--- src/rtl/frc_pkg.sv ---
package frc_pkg;
  localparam int CTRL_ADDR = 0;
  localparam int STAT_ADDR = 1;
  localparam int NPROT     = 2;
  // bit 0 = mode select (arms on 0), bit 1 = flash reset (arms on 1)
  localparam logic [NPROT-1:0] FIRST_VAL = 2'b10;
  localparam int B_MODE = 0;
  localparam int B_FRST = 1;
  localparam int S_ACT  = 0;
  localparam int S_ERR  = 1;
  localparam int S_WARN = 2;
  localparam int S_RDY  = 3;
endpackage

--- src/rtl/frc_unlock.sv ---
module frc_unlock #(
  parameter logic FIRST = 1'b0
) (
  input  logic clk_i,
  input  logic rst_ni,
  input  logic wr_i,
  input  logic hit_i,
  input  logic bit_i,
  output logic fire_o
);
  logic arm_q;

  assign fire_o = wr_i && hit_i && arm_q && (bit_i == !FIRST);

  always_ff @(posedge clk_i or negedge rst_ni) begin
    if (!rst_ni)   arm_q <= 1'b0;
    else if (wr_i) arm_q <= hit_i && (bit_i == FIRST);
  end
endmodule

--- src/rtl/frc_hold.sv ---
module frc_hold #(
  parameter int CLK_KHZ = 10000,
  parameter int HOLD_US = 5000
) (
  input  logic clk_i,
  input  logic rst_ni,
  input  logic erase_busy_i,
  output logic ready_o
);
  localparam int HOLD_CYC = CLK_KHZ * HOLD_US / 1000;
  localparam int CNT_W    = $clog2(HOLD_CYC + 1);

  logic             cut_q;
  logic             init_q;
  logic [CNT_W-1:0] cnt_q;

  // frozen while reset is low: remembers erase state at reset entry
  always_ff @(posedge clk_i) begin
    if (rst_ni) cut_q <= erase_busy_i;
  end

  always_ff @(posedge clk_i or negedge rst_ni) begin
    if (!rst_ni) begin
      init_q <= 1'b1;
      cnt_q  <= '0;
    end else if (init_q) begin
      init_q <= 1'b0;
      cnt_q  <= cut_q ? CNT_W'(HOLD_CYC) : '0;
    end else if (cnt_q != '0) begin
      cnt_q <= cnt_q - 1'b1;
    end
  end

  assign ready_o = !init_q && (cnt_q == '0);
endmodule

--- src/rtl/frc_clkchk.sv ---
module frc_clkchk #(
  parameter int SRC_KHZ    = 20000,
  parameter int LIM0_KHZ   = 5000,
  parameter int LIM1_KHZ   = 10000,
  parameter int DIV_W      = 2
) (
  input  logic             active_i,
  input  logic             wait_i,
  input  logic [DIV_W-1:0] clk_div_i,
  output logic             err_o
);
  logic [31:0] freq;
  logic [31:0] lim;

  always_comb begin
    freq  = 32'(SRC_KHZ) >> clk_div_i;
    lim   = wait_i ? 32'(LIM1_KHZ) : 32'(LIM0_KHZ);
    err_o = active_i && (freq > lim);
  end
endmodule

--- src/rtl/flash_rw_ctrl.sv ---
module flash_rw_ctrl
  import frc_pkg::*;
#(
  parameter int          ADDR_W    = 2,
  parameter int          DATA_W    = 8,
  parameter int          DIV_W     = 2,
  parameter int          CLK_KHZ   = 10000,
  parameter int          HOLD_US   = 5000,
  parameter int          SRC_KHZ   = 20000,
  parameter int          LIM0_KHZ  = 5000,
  parameter int          LIM1_KHZ  = 10000,
  parameter logic [23:0] BOOT_ADDR = 24'h07E000
) (
  input  logic              clk_i,
  input  logic              rst_ni,
  input  logic              wr_en_i,
  input  logic [ADDR_W-1:0] addr_i,
  input  logic [DATA_W-1:0] wdata_i,
  output logic [DATA_W-1:0] rdata_o,
  input  logic              erase_busy_i,
  input  logic              op_start_i,
  input  logic              read_array_i,
  input  logic              wait_i,
  input  logic [DIV_W-1:0]  clk_div_i,
  output logic              rw_active_o,
  output logic              flash_rst_o,
  output logic              cfg_err_o,
  output logic              warn_o,
  output logic              ready_o,
  output logic [23:0]       boot_addr_o
);
  logic             acc;
  logic             ctrl_hit;
  logic [NPROT-1:0] fire;
  logic             mode_q, frst_q, pend_q, warn_q;
  logic             mode_clr;

  assign acc      = wr_en_i && ready_o;
  assign ctrl_hit = (addr_i == ADDR_W'(CTRL_ADDR));

  for (genvar g = 0; g < NPROT; g++) begin : g_prot
    frc_unlock #(.FIRST(FIRST_VAL[g])) u_unlock (
      .clk_i (clk_i),
      .rst_ni(rst_ni),
      .wr_i  (acc),
      .hit_i (ctrl_hit),
      .bit_i (wdata_i[g]),
      .fire_o(fire[g])
    );
  end

  assign mode_clr = acc && ctrl_hit && !wdata_i[B_MODE];

  always_ff @(posedge clk_i or negedge rst_ni) begin
    if (!rst_ni) begin
      mode_q <= 1'b0;
      frst_q <= 1'b0;
      pend_q <= 1'b0;
      warn_q <= 1'b0;
    end else begin
      frst_q <= fire[B_FRST];
      if (fire[B_MODE])  mode_q <= 1'b1;
      else if (mode_clr) mode_q <= 1'b0;
      if (op_start_i)                          pend_q <= 1'b1;
      else if (read_array_i || fire[B_FRST])   pend_q <= 1'b0;
      if (mode_q && mode_clr && pend_q)        warn_q <= 1'b1;
    end
  end

  frc_hold #(.CLK_KHZ(CLK_KHZ), .HOLD_US(HOLD_US)) u_hold (
    .clk_i       (clk_i),
    .rst_ni      (rst_ni),
    .erase_busy_i(erase_busy_i),
    .ready_o     (ready_o)
  );

  frc_clkchk #(
    .SRC_KHZ(SRC_KHZ), .LIM0_KHZ(LIM0_KHZ), .LIM1_KHZ(LIM1_KHZ), .DIV_W(DIV_W)
  ) u_clkchk (
    .active_i (mode_q),
    .wait_i   (wait_i),
    .clk_div_i(clk_div_i),
    .err_o    (cfg_err_o)
  );

  always_comb begin
    rdata_o = '0;
    if (addr_i == ADDR_W'(CTRL_ADDR)) begin
      rdata_o[B_MODE] = mode_q;
    end else if (addr_i == ADDR_W'(STAT_ADDR)) begin
      rdata_o[S_ACT]  = mode_q;
      rdata_o[S_ERR]  = cfg_err_o;
      rdata_o[S_WARN] = warn_q;
      rdata_o[S_RDY]  = ready_o;
    end
  end

  assign rw_active_o = mode_q;
  assign flash_rst_o = frst_q;
  assign warn_o      = warn_q;
  assign boot_addr_o = BOOT_ADDR;
endmodule

--- config.mk ---
export PLATFORM = sky130hd
export DESIGN_NAME = flash_rw_ctrl
export DESIGN_NICKNAME = d
export VERILOG_FILES = /design/src/rtl/frc_pkg.sv /design/src/rtl/frc_unlock.sv /design/src/rtl/frc_hold.sv /design/src/rtl/frc_clkchk.sv /design/src/rtl/flash_rw_ctrl.sv
export SDC_FILE = /design/constraint.sdc
export NUM_CORES = 1
export LEC_CHECK = 0
export ABC_AREA = 1
export BUFFER_PORTS_ARGS = -buffer_cell sky130_fd_sc_hd__buf_2
export CAP_MARGIN = 20
export CORE_MARGIN = 3
export CORE_UTILIZATION = 46
export DETAILED_ROUTE_END_ITERATION = 12
export HOLD_SLACK_MARGIN = 0.05
export PLACE_DENSITY = 0.81
export SKIP_CTS_REPAIR_TIMING = 1
export SLEW_MARGIN = 15
export SYNTH_ARGS = -nofsm -noshare
export SYNTH_HDL_FRONTEND = slang
export SYNTH_SLANG_ARGS = --single-unit
--- constraint.sdc ---
create_clock -name clk_i -period 1.6 [get_ports clk_i]
set_input_delay 0.32 -clock clk_i [delete_from_list [all_inputs] [get_ports clk_i]]
set_output_delay 0.32 -clock clk_i [all_outputs]
set_load 0.005 [all_outputs]
==> results.yml, run 1 <==
global_route:
  grt_max_degree: 24
  grt_pass1_wl_um: 6050
  grt_pass1_vias: 1387
  antenna_found_initial: 0
  gr-total-overflow: 0
  grt.total_usage_pct: 17.6
synth:
  ys_seq_area_share_pct: 34.7
  synth.avg_cell_area_um2: 7.59
  synth_top_area_cell: "dfrtp_1"
  netlist.area_leader.share_pct: 31.5
  syn_inst: 230
  ys_ff_latch: 24
  synth.area.top_cells: "dfrtp_1, buf_4, nand2_1"
  netlist_area_um2: 1750
  yosys_warnings: 0
  synth_cell_types: 28
cts:
  clkSinkCount: 24
  cts_tree: "yes"
  ctsRootBufferMaster: "clkbuf_8"
  clock_path_buffers: 2
  numCtsBuffers: 3
  clk_pin_slew_ns: 0.09
  clk_latency_ns: 0.27
  htreeDepth: 1
timing:
  skew_ns: 0.00660
  setup_slack_ns: -0.261
  max_freq_mhz: 537
  rsz0062_at_grt: "true"
  slew_violations: 0
  period_minus_slack_ns: 1.86
  setup-violations-final: 4
  post-route-period-util_pct: 116
  hold_viol_final: 0
route:
  met2WireLength_um: 1830
  first_pass_iters: 4
  drt-met1-wl_um: 1590
  vias: 1495
  postRouteAntennaNets: 0
  wl_met3_um: 220
  wl_per_cell_um: 11.6
  viasPerCell: 4.67
  dr.max_layer_used: "met4"
  wl_um: 3720
  drtIter0Drc: 40
  drc_errors: 0
power_and_ir_drop:
  p_per_area_nw_per_um2: 929
  leakage_uw: 0.00118
  vdd.ir_drop.worst_mv: 0.559
cells_and_area:
  finish.utilization_pct: 63.4
  regArea_um2: 608
  multi_input_area_um2: 1040
  layout-drive-gt1-share_pct: 33.9
  nets: 304
  final_common_cell: "nand2_1"
  syn_to_final_growth_pct: 26.9
  fillers: 283
  antenna_cells: 0
  final_cell_mix: "nand2_1, conb_1, nor2_1"
  final_area_um2: 2220
die:
  io_pins: 56
  initial_core_util_pct: 50.0
  die_area_um2: 4570
  row_count: 21
  fp.dieW_um: 67.6
  die_y_um: 67.6
  coreArea_um2: 3490
outcome:
  status: "finished with violations"
  violations: "setup timing"
placement:
  hpwl_um: 2930
  io_buffers: 21
  dpl_cell_area_um2: 2020
  gp_congestion: 0.895
worst_setup_path:
  cp-start-kind: "primary input"
  worst_r2r_endpoint: "u_hold.cnt_q[14]"
  ff2ff_path_depth: 10
  required_ns: 1.28
  r2r_start: "u_hold.cnt_q[0]"
  cp.arrival_ns: 1.54
  cp-end-kind: "output port"
  ff2ff_setup_slack_ns: 0.09
  crit_fanout: 3
  worst-setup-path-type: "primary input to output port"
hold_path:
  holdCritPathClass: "primary input to async pin"
run:
  maxCapViolations: 0
[synthesized netlist by cell type, drive strengths merged]
| master | instances |
|---|---|
| nand2 | 43 |
| nor2 | 42 |
| inv | 34 |
| buf | 29 |
| dfrtp | 22 |
| ha | 10 |
| nand3 | 9 |
| nor3 | 7 |
| o21ai | 7 |
| xor2 | 7 |
| nand4 | 5 |
| a21oi | 3 |
| conb | 2 |
| nand3b | 2 |
| xnor2 | 2 |
| a31oi | 1 |
| clkinv | 1 |
| dfstp | 1 |
| edfxtp | 1 |
| nor4 | 1 |
| o22ai | 1 |
[cells by family (layout without fill, tap and decap cells)]
logic type / count (synthesis) / count (layout) / synth area share, %
and+or+nand+nor: 109 / 109 / 29.7
DFF: 24 / 24 / 34.7
buffers and inverters: 64 / 81 / 19.8
adders and majority gates: 10 / 10 / 7.16
AOI/OAI and AO/OA: 12 / 12 / 3.58
xor gates and xnor gates: 9 / 9 / 4.51
other: 2 / 29 / 0.430
[flip-flops by register name (all words and copies together), names as in the netlist]
name,count
rw_active_o,1
g_prot.u_unlock.arm_q,2
u_hold.init_q,1
warn_o,1
u_hold.cut_q,1
u_hold.cnt_q,16
pend_q,1
flash_rst_o,1
[power by group]
part / total [uW] / switching (uW) / internal, uW
logic: 748 / 422 / 327
registers: 778 / 86.8 / 691
clock network: 531 / 196 / 335
[worst max-delay path: stages]
cell,delay [ns]
buf_12,0.10
inv_12,0.03
ha_4,0.15
ha_4,0.28
nand2_4,0.05
nor2_4,0.11
nand3b_1,0.09
nand4_1,0.12
nand2_2,0.07
nor3_2,0.08
buf_2,0.13
[per-stage QoR]
step / TNS, ns / std cells / power, uW / setup slack [ns] / hold slack, ns
detailed placement: -0.834 / 314 / 1450 / -0.416 / 0.373
floorplan: -0.0155 / 257 / 1270 / -0.0155 / 0.0244
global route: -1.39 / 320 / 2210 / -0.349 / 0.0790
CTS: -1.42 / 318 / 1990 / -0.419 / 0.0754
finish: -0.870 / 320 / 2060 / -0.261 / 0.0636
global placement: -0.752 / 314 / 1430 / -0.380 / 0.376
[area by class of cell]
class,count,share of cell area (%)
clock buffers,3,1.86
clock inverters,1,1.36
inverters,35,6.72
multi-input cells,169,46.9
flip-flops and latches,24,27.4
well taps,46,2.60
repair buffers,42,13.2
[routing by layer]
metal | vias up | global-route usage [%]
li1 | 735 | -
met1 | 699 | 23.2
met2 | 53 | 28.2
met3 | 8 | 3.66
met4 | 0 | 6.84
met5 | - | 0
[worst max path at each step]
stage                  from    endpoint  slack (ns)
6_report       clk_div_i[1]  rdata_o[1]       -0.26
5_1_grt        clk_div_i[1]  rdata_o[1]       -0.35
2_1_floorplan  clk_div_i[1]  rdata_o[1]       -0.02
4_1_cts        clk_div_i[1]  rdata_o[1]       -0.42
3_3_place_gp   clk_div_i[1]  rdata_o[1]       -0.38
3_5_place_dp   clk_div_i[1]  rdata_o[1]       -0.42
Note: power is estimated with default switching activity, not from simulation.
==> run 2, diff against run 1 <==
--- a/config.mk
+++ b/config.mk
@@ -6,13 +6,13 @@
 export NUM_CORES = 1
 export LEC_CHECK = 0
 export ABC_AREA = 1
-export BUFFER_PORTS_ARGS = -buffer_cell sky130_fd_sc_hd__buf_2
+export BUFFER_PORTS_ARGS = -buffer_cell sky130_fd_sc_hd__buf_4
 export CAP_MARGIN = 20
 export CORE_MARGIN = 3
-export CORE_UTILIZATION = 46
+export CORE_UTILIZATION = 54
 export DETAILED_ROUTE_END_ITERATION = 12
 export HOLD_SLACK_MARGIN = 0.05
-export PLACE_DENSITY = 0.81
+export PLACE_DENSITY = 0.89
 export SKIP_CTS_REPAIR_TIMING = 1
 export SLEW_MARGIN = 15
 export SYNTH_ARGS = -nofsm -noshare
==> constraint.sdc (replaced) <==
create_clock -name clk_i -period 2.4 [get_ports clk_i]
set_input_delay 0.48 -clock clk_i [delete_from_list [all_inputs] [get_ports clk_i]]
set_output_delay 0.48 -clock clk_i [all_outputs]
set_load 0.005 [all_outputs]
==> results.yml, run 2 (synthesized netlist as in run 1, its figures left out) <==
global_route:
  grt.total_usage_pct: 17.4
  grt_max_degree: 25
  antenna_found_initial: 0
  grt_pass1_wl_um: 5660
  gr-total-overflow: 0
  grt_pass1_vias: 1321
worst_setup_path:
  worst-setup-path-type: "primary input to output port"
  cp-start-kind: "primary input"
  critPathMaxStageDelay_ns: 0.32
  cp-end-kind: "output port"
  cp.arrival_ns: 1.83
  cp_cell_sequence: "buf_4 > inv_1 > ha_1 > ha_1 > nand2_2 > nor2_4 > buf_4 > nand3_1 > nand2_2 > nor2_1 > buf_4"
  cpMostUsedCell: "buf_4"
  worst-path-buf-inv: 4
  crit_family: "adder cells"
  required_ns: 1.92
  crit_fanout: 3
  crit_slowest_cell: "ha_1"
cells_and_area:
  syn_to_final_growth_pct: 12.8
  largest_reg_flops: 16
  regMostFlops: "u_hold.cnt_q"
  final_common_cell: "nand2_1"
  biggestRegsByFlops: "u_hold.cnt_q (16), g_prot.u_unlock.arm_q (2)"
  final-instance-count-excl-fill: 299
  finish.utilization_pct: 64.0
  final_cell_mix: "nand2_1, nor2_1, conb_1"
  final_area_um2: 1970
  antenna_cells: 0
  nets: 285
  layout-drive-gt1-share_pct: 22.7
route:
  postRouteAntennaNets: 0
  wl_per_cell_um: 11.2
  drc_errors: 0
  drtIter0Drc: 51
  vias: 1402
  first_pass_iters: 4
  wl_um: 3340
  viasPerCell: 4.69
die:
  io_pins: 56
  row_count: 20
  die_area_um2: 3950
  initial_core_util_pct: 56.7
  die_y_um: 62.9
  coreArea_um2: 3080
  fp.dieW_um: 62.9
power_and_ir_drop:
  vdd.ir_drop.worst_mv: 0.601
  p_per_area_nw_per_um2: 614
  leakage_uw: 0.00106
cts:
  clk_pin_slew_ns: 0.13
  numCtsBuffers: 3
  clk_latency_ns: 0.32
  clkSinkCount: 24
  cts_tree: "yes"
  clock_path_buffers: 2
  ctsRootBufferMaster: "clkbuf_4"
  htreeDepth: 1
timing:
  worst_hold_slack_ns: 0.326
  max_freq_mhz: 433
  setup-violations-final: 0
  post-route-period-util_pct: 96.3
  slew_violations: 0
  period_minus_slack_ns: 2.31
  skew_ns: 0.00586
  hold_viol_final: 0
placement:
  hpwl_um: 2580
  dpl_cell_area_um2: 1850
  placed_cells: 293
  gp_congestion: 0.897
  io_buffers: 21
run:
  maxCapViolations: 0
outcome:
  status: "finished, final reports clean"
hold_path:
  holdCritPathClass: "primary input to flip-flop"
==> run 2: through the flow <==
step	TNS, ns	total power (uW)	setup WS [ns]
3_3_place_gp	0	883	0.0744
2_1_floorplan	0	834	0.330
4_1_cts	-0.0737	1190	-0.0533
3_5_place_dp	-0.0592	896	-0.0528
6_report	0	1210	0.0883
5_1_grt	-0.0464	1300	-0.0296
==> run 2: layout make-up <==
type,instances,area [um2]
Clock inverter,1,30.0
Sequential cell,24,607
Multi-Input combinational cell,169,950
Clock buffer,3,22.5
Inverter,35,131
Fill cell,266,1110
Timing Repair Buffer,23,175
Tap cell,44,55.1
==> run 2: path summary, 6_finish.rpt <==
path	startpoint	endpoint	slack (ns)	cells past startpoint
worst max-delay path	clk_div_i[0]	cfg_err_o	0.09	11
worst min-delay path	erase_busy_i	u_hold.cut_q	0.33	1
worst max register to register	u_hold.cnt_q[1]	warn_o	0.75	10
worst min register to register	warn_o	warn_o	0.50	2
max in group asynchronous	rst_ni	u_hold.init_q	1.54	2
min in group asynchronous	rst_ni	u_hold.cnt_q[2]	0.58	2
==> run 2: worst register-to-register path: stages (launching register included) <==
cell     delay (ns)
dfrtp_1        0.40
inv_1          0.09
ha_2           0.21
nand3_1        0.13
nor2_2         0.18
nand2_2        0.13
nor2_4         0.15
nand3_2        0.10
nor2_2         0.11
nand2_1        0.06
nand2_1        0.05
==> run 2: report_power, final <==
group | internal [uW] | total, uW | switching (uW)
clock | 169 | 293 | 124
sequential | 460 | 518 | 57.5
combinational | 154 | 400 | 246
==> run 2: metal layers <==
| metal | track usage (%) | vias to the layer above | wire length [um] |
|---|---|---|---|
| met4 | 5.23 | 0 | 34 |
| met3 | 4.14 | 4 | 213 |
| li1 | - | 708 | - |
| met5 | 0 | - | 0 |
| met1 | 21.9 | 635 | 1420 |
| met2 | 29.4 | 55 | 1670 |
==> run 3, diff against run 2 <==
--- a/config.mk
+++ b/config.mk
@@ -9,10 +9,10 @@
 export BUFFER_PORTS_ARGS = -buffer_cell sky130_fd_sc_hd__buf_4
 export CAP_MARGIN = 20
 export CORE_MARGIN = 3
-export CORE_UTILIZATION = 54
+export CORE_UTILIZATION = 40
 export DETAILED_ROUTE_END_ITERATION = 12
 export HOLD_SLACK_MARGIN = 0.05
-export PLACE_DENSITY = 0.89
+export PLACE_DENSITY = 0.65
 export SKIP_CTS_REPAIR_TIMING = 1
 export SLEW_MARGIN = 15
 export SYNTH_ARGS = -nofsm -noshare
==> results.yml, run 3 (synthesized netlist as in run 1, its figures left out) <==
worst_setup_path:
  crit_slowest_cell: "ha_1"
  cp_cell_sequence: "buf_4 > inv_1 > ha_1 > ha_1 > nand2_1 > nor2_2 > o21ai_0 > nand4_1 > nand2_1 > nor3_2 > buf_4"
  crit_end: "rdata_o[1]"
  cp.arrival_ns: 1.84
  startpoint: "clk_div_i[1]"
  required_ns: 1.92
  critPathMaxStageDelay_ns: 0.31
  cp-start-kind: "primary input"
  ff2ff_setup_slack_ns: 0.79
  worst_r2r_endpoint: "warn_o"
  crit_fanout: 3
  worst-setup-path-type: "primary input to output port"
  r2r_start: "u_hold.cnt_q[0]"
  cp-end-kind: "output port"
  ff2ff_path_depth: 10
die:
  die_y_um: 72.1
  coreArea_um2: 4120
  die_area_um2: 5200
  row_count: 23
  initial_core_util_pct: 42.4
  io_pins: 56
  fp.dieW_um: 72.1
placement:
  gp_congestion: 0.865
  hpwl_um: 2550
  io_buffers: 21
cts:
  htreeDepth: 1
  clock_path_buffers: 2
  ctsRootBufferMaster: "clkbuf_8"
  numCtsBuffers: 3
  clkSinkCount: 24
  clk_latency_ns: 0.27
  clk_pin_slew_ns: 0.08
  cts_tree: "yes"
global_route:
  gr-total-overflow: 0
  antenna_found_initial: 0
  grt_max_degree: 25
  grt_pass1_vias: 1245
  grt_pass1_wl_um: 5260
  grt.total_usage_pct: 12.5
cells_and_area:
  regMostFlops: "u_hold.cnt_q"
  layout-drive-gt1-share_pct: 19.3
  biggestRegsByFlops: "u_hold.cnt_q (16), g_prot.u_unlock.arm_q (2)"
  largest_reg_flops: 16
  antenna_cells: 0
  final_common_cell: "nand2_1"
  final_cell_mix: "nand2_1, inv_1, nor2_1"
  nets: 284
  syn_to_final_growth_pct: 11.0
  finish.utilization_pct: 47.1
timing:
  slew_violations: 0
  period_minus_slack_ns: 2.32
  setup-violations-final: 0
  max_freq_mhz: 432
  post-route-period-util_pct: 96.5
  skew_ns: 0.00470
  hold_viol_final: 0
outcome:
  status: "finished, final reports clean"
run:
  maxCapViolations: 0
route:
  vias: 1333
  first_pass_iters: 4
  drtIter0Drc: 81
  drc_errors: 0
  wl_per_cell_um: 10.5
  postRouteAntennaNets: 0
  wl_um: 3180
  viasPerCell: 4.38
power_and_ir_drop:
  leakage_uw: 0.00107
  vdd.ir_drop.worst_mv: 0.386
  finalPower_uw: 1250
  p_per_area_nw_per_um2: 645
hold_path:
  holdCritPathClass: "primary input to async pin"
## run 3: cell type report
type                    count  area (um2)
multi-input cells         169         902
clock buffers               3        41.3
clock inverters             1        30.0
fillers                   435        2180
inverters                  35         131
flip-flops and latches     24         607
repair buffers             22         165
well taps                  50        62.6
## run 3: worst min-delay path by stage
stage	startpoint	to	slack [ns]
floorplan	rst_ni	flash_rst_o	0.18
global placement	rst_ni	flash_rst_o	0.40
detailed placement	rst_ni	pend_q	0.40
CTS	rst_ni	u_hold.cnt_q[11]	0.11
global route	rst_ni	pend_q	0.10
finish	rst_ni	flash_rst_o	0.1
## run 3: power by group
part           internal [uW]  switching (uW)  leakage [uW]
Sequential               460            55.6      0.000297
Combinational            145             232      0.000735
Clock                    223             134     0.0000357
Total                    829             422       0.00107
## run 3: routing by layer
layer  GRT usage [%]  up-vias  part of all wire, %  wire length, um
met2            21.3       40                   47             1500
met5               0        -                    0                0
met1            16.3      592                   46             1460
li1                -      699                    -                -
met3            3.74        2                  6.4              203
met4            1.25        0                 0.38               12
## run 3: stage by stage
stage	hold WS [ns]	worst slack (ns)	TNS, ns	area, um2	instances
6_report	0.0967	0.0845	0	1940	304
3_5_place_dp	0.400	0.0613	0	1860	300
2_1_floorplan	0.184	0.330	0	1850	257
5_1_grt	0.102	-0.0286	-0.0286	1940	304
3_3_place_gp	0.397	0.0811	0	1860	300
4_1_cts	0.106	0.0363	0	1930	304
## run 3: worst max-delay path, delay by kind of cell
family          cells  cell delay (ns)
buf+inv             3             0.27
compound gates      1             0.10
fa+ha+maj           2             0.48
simple gates        5             0.51
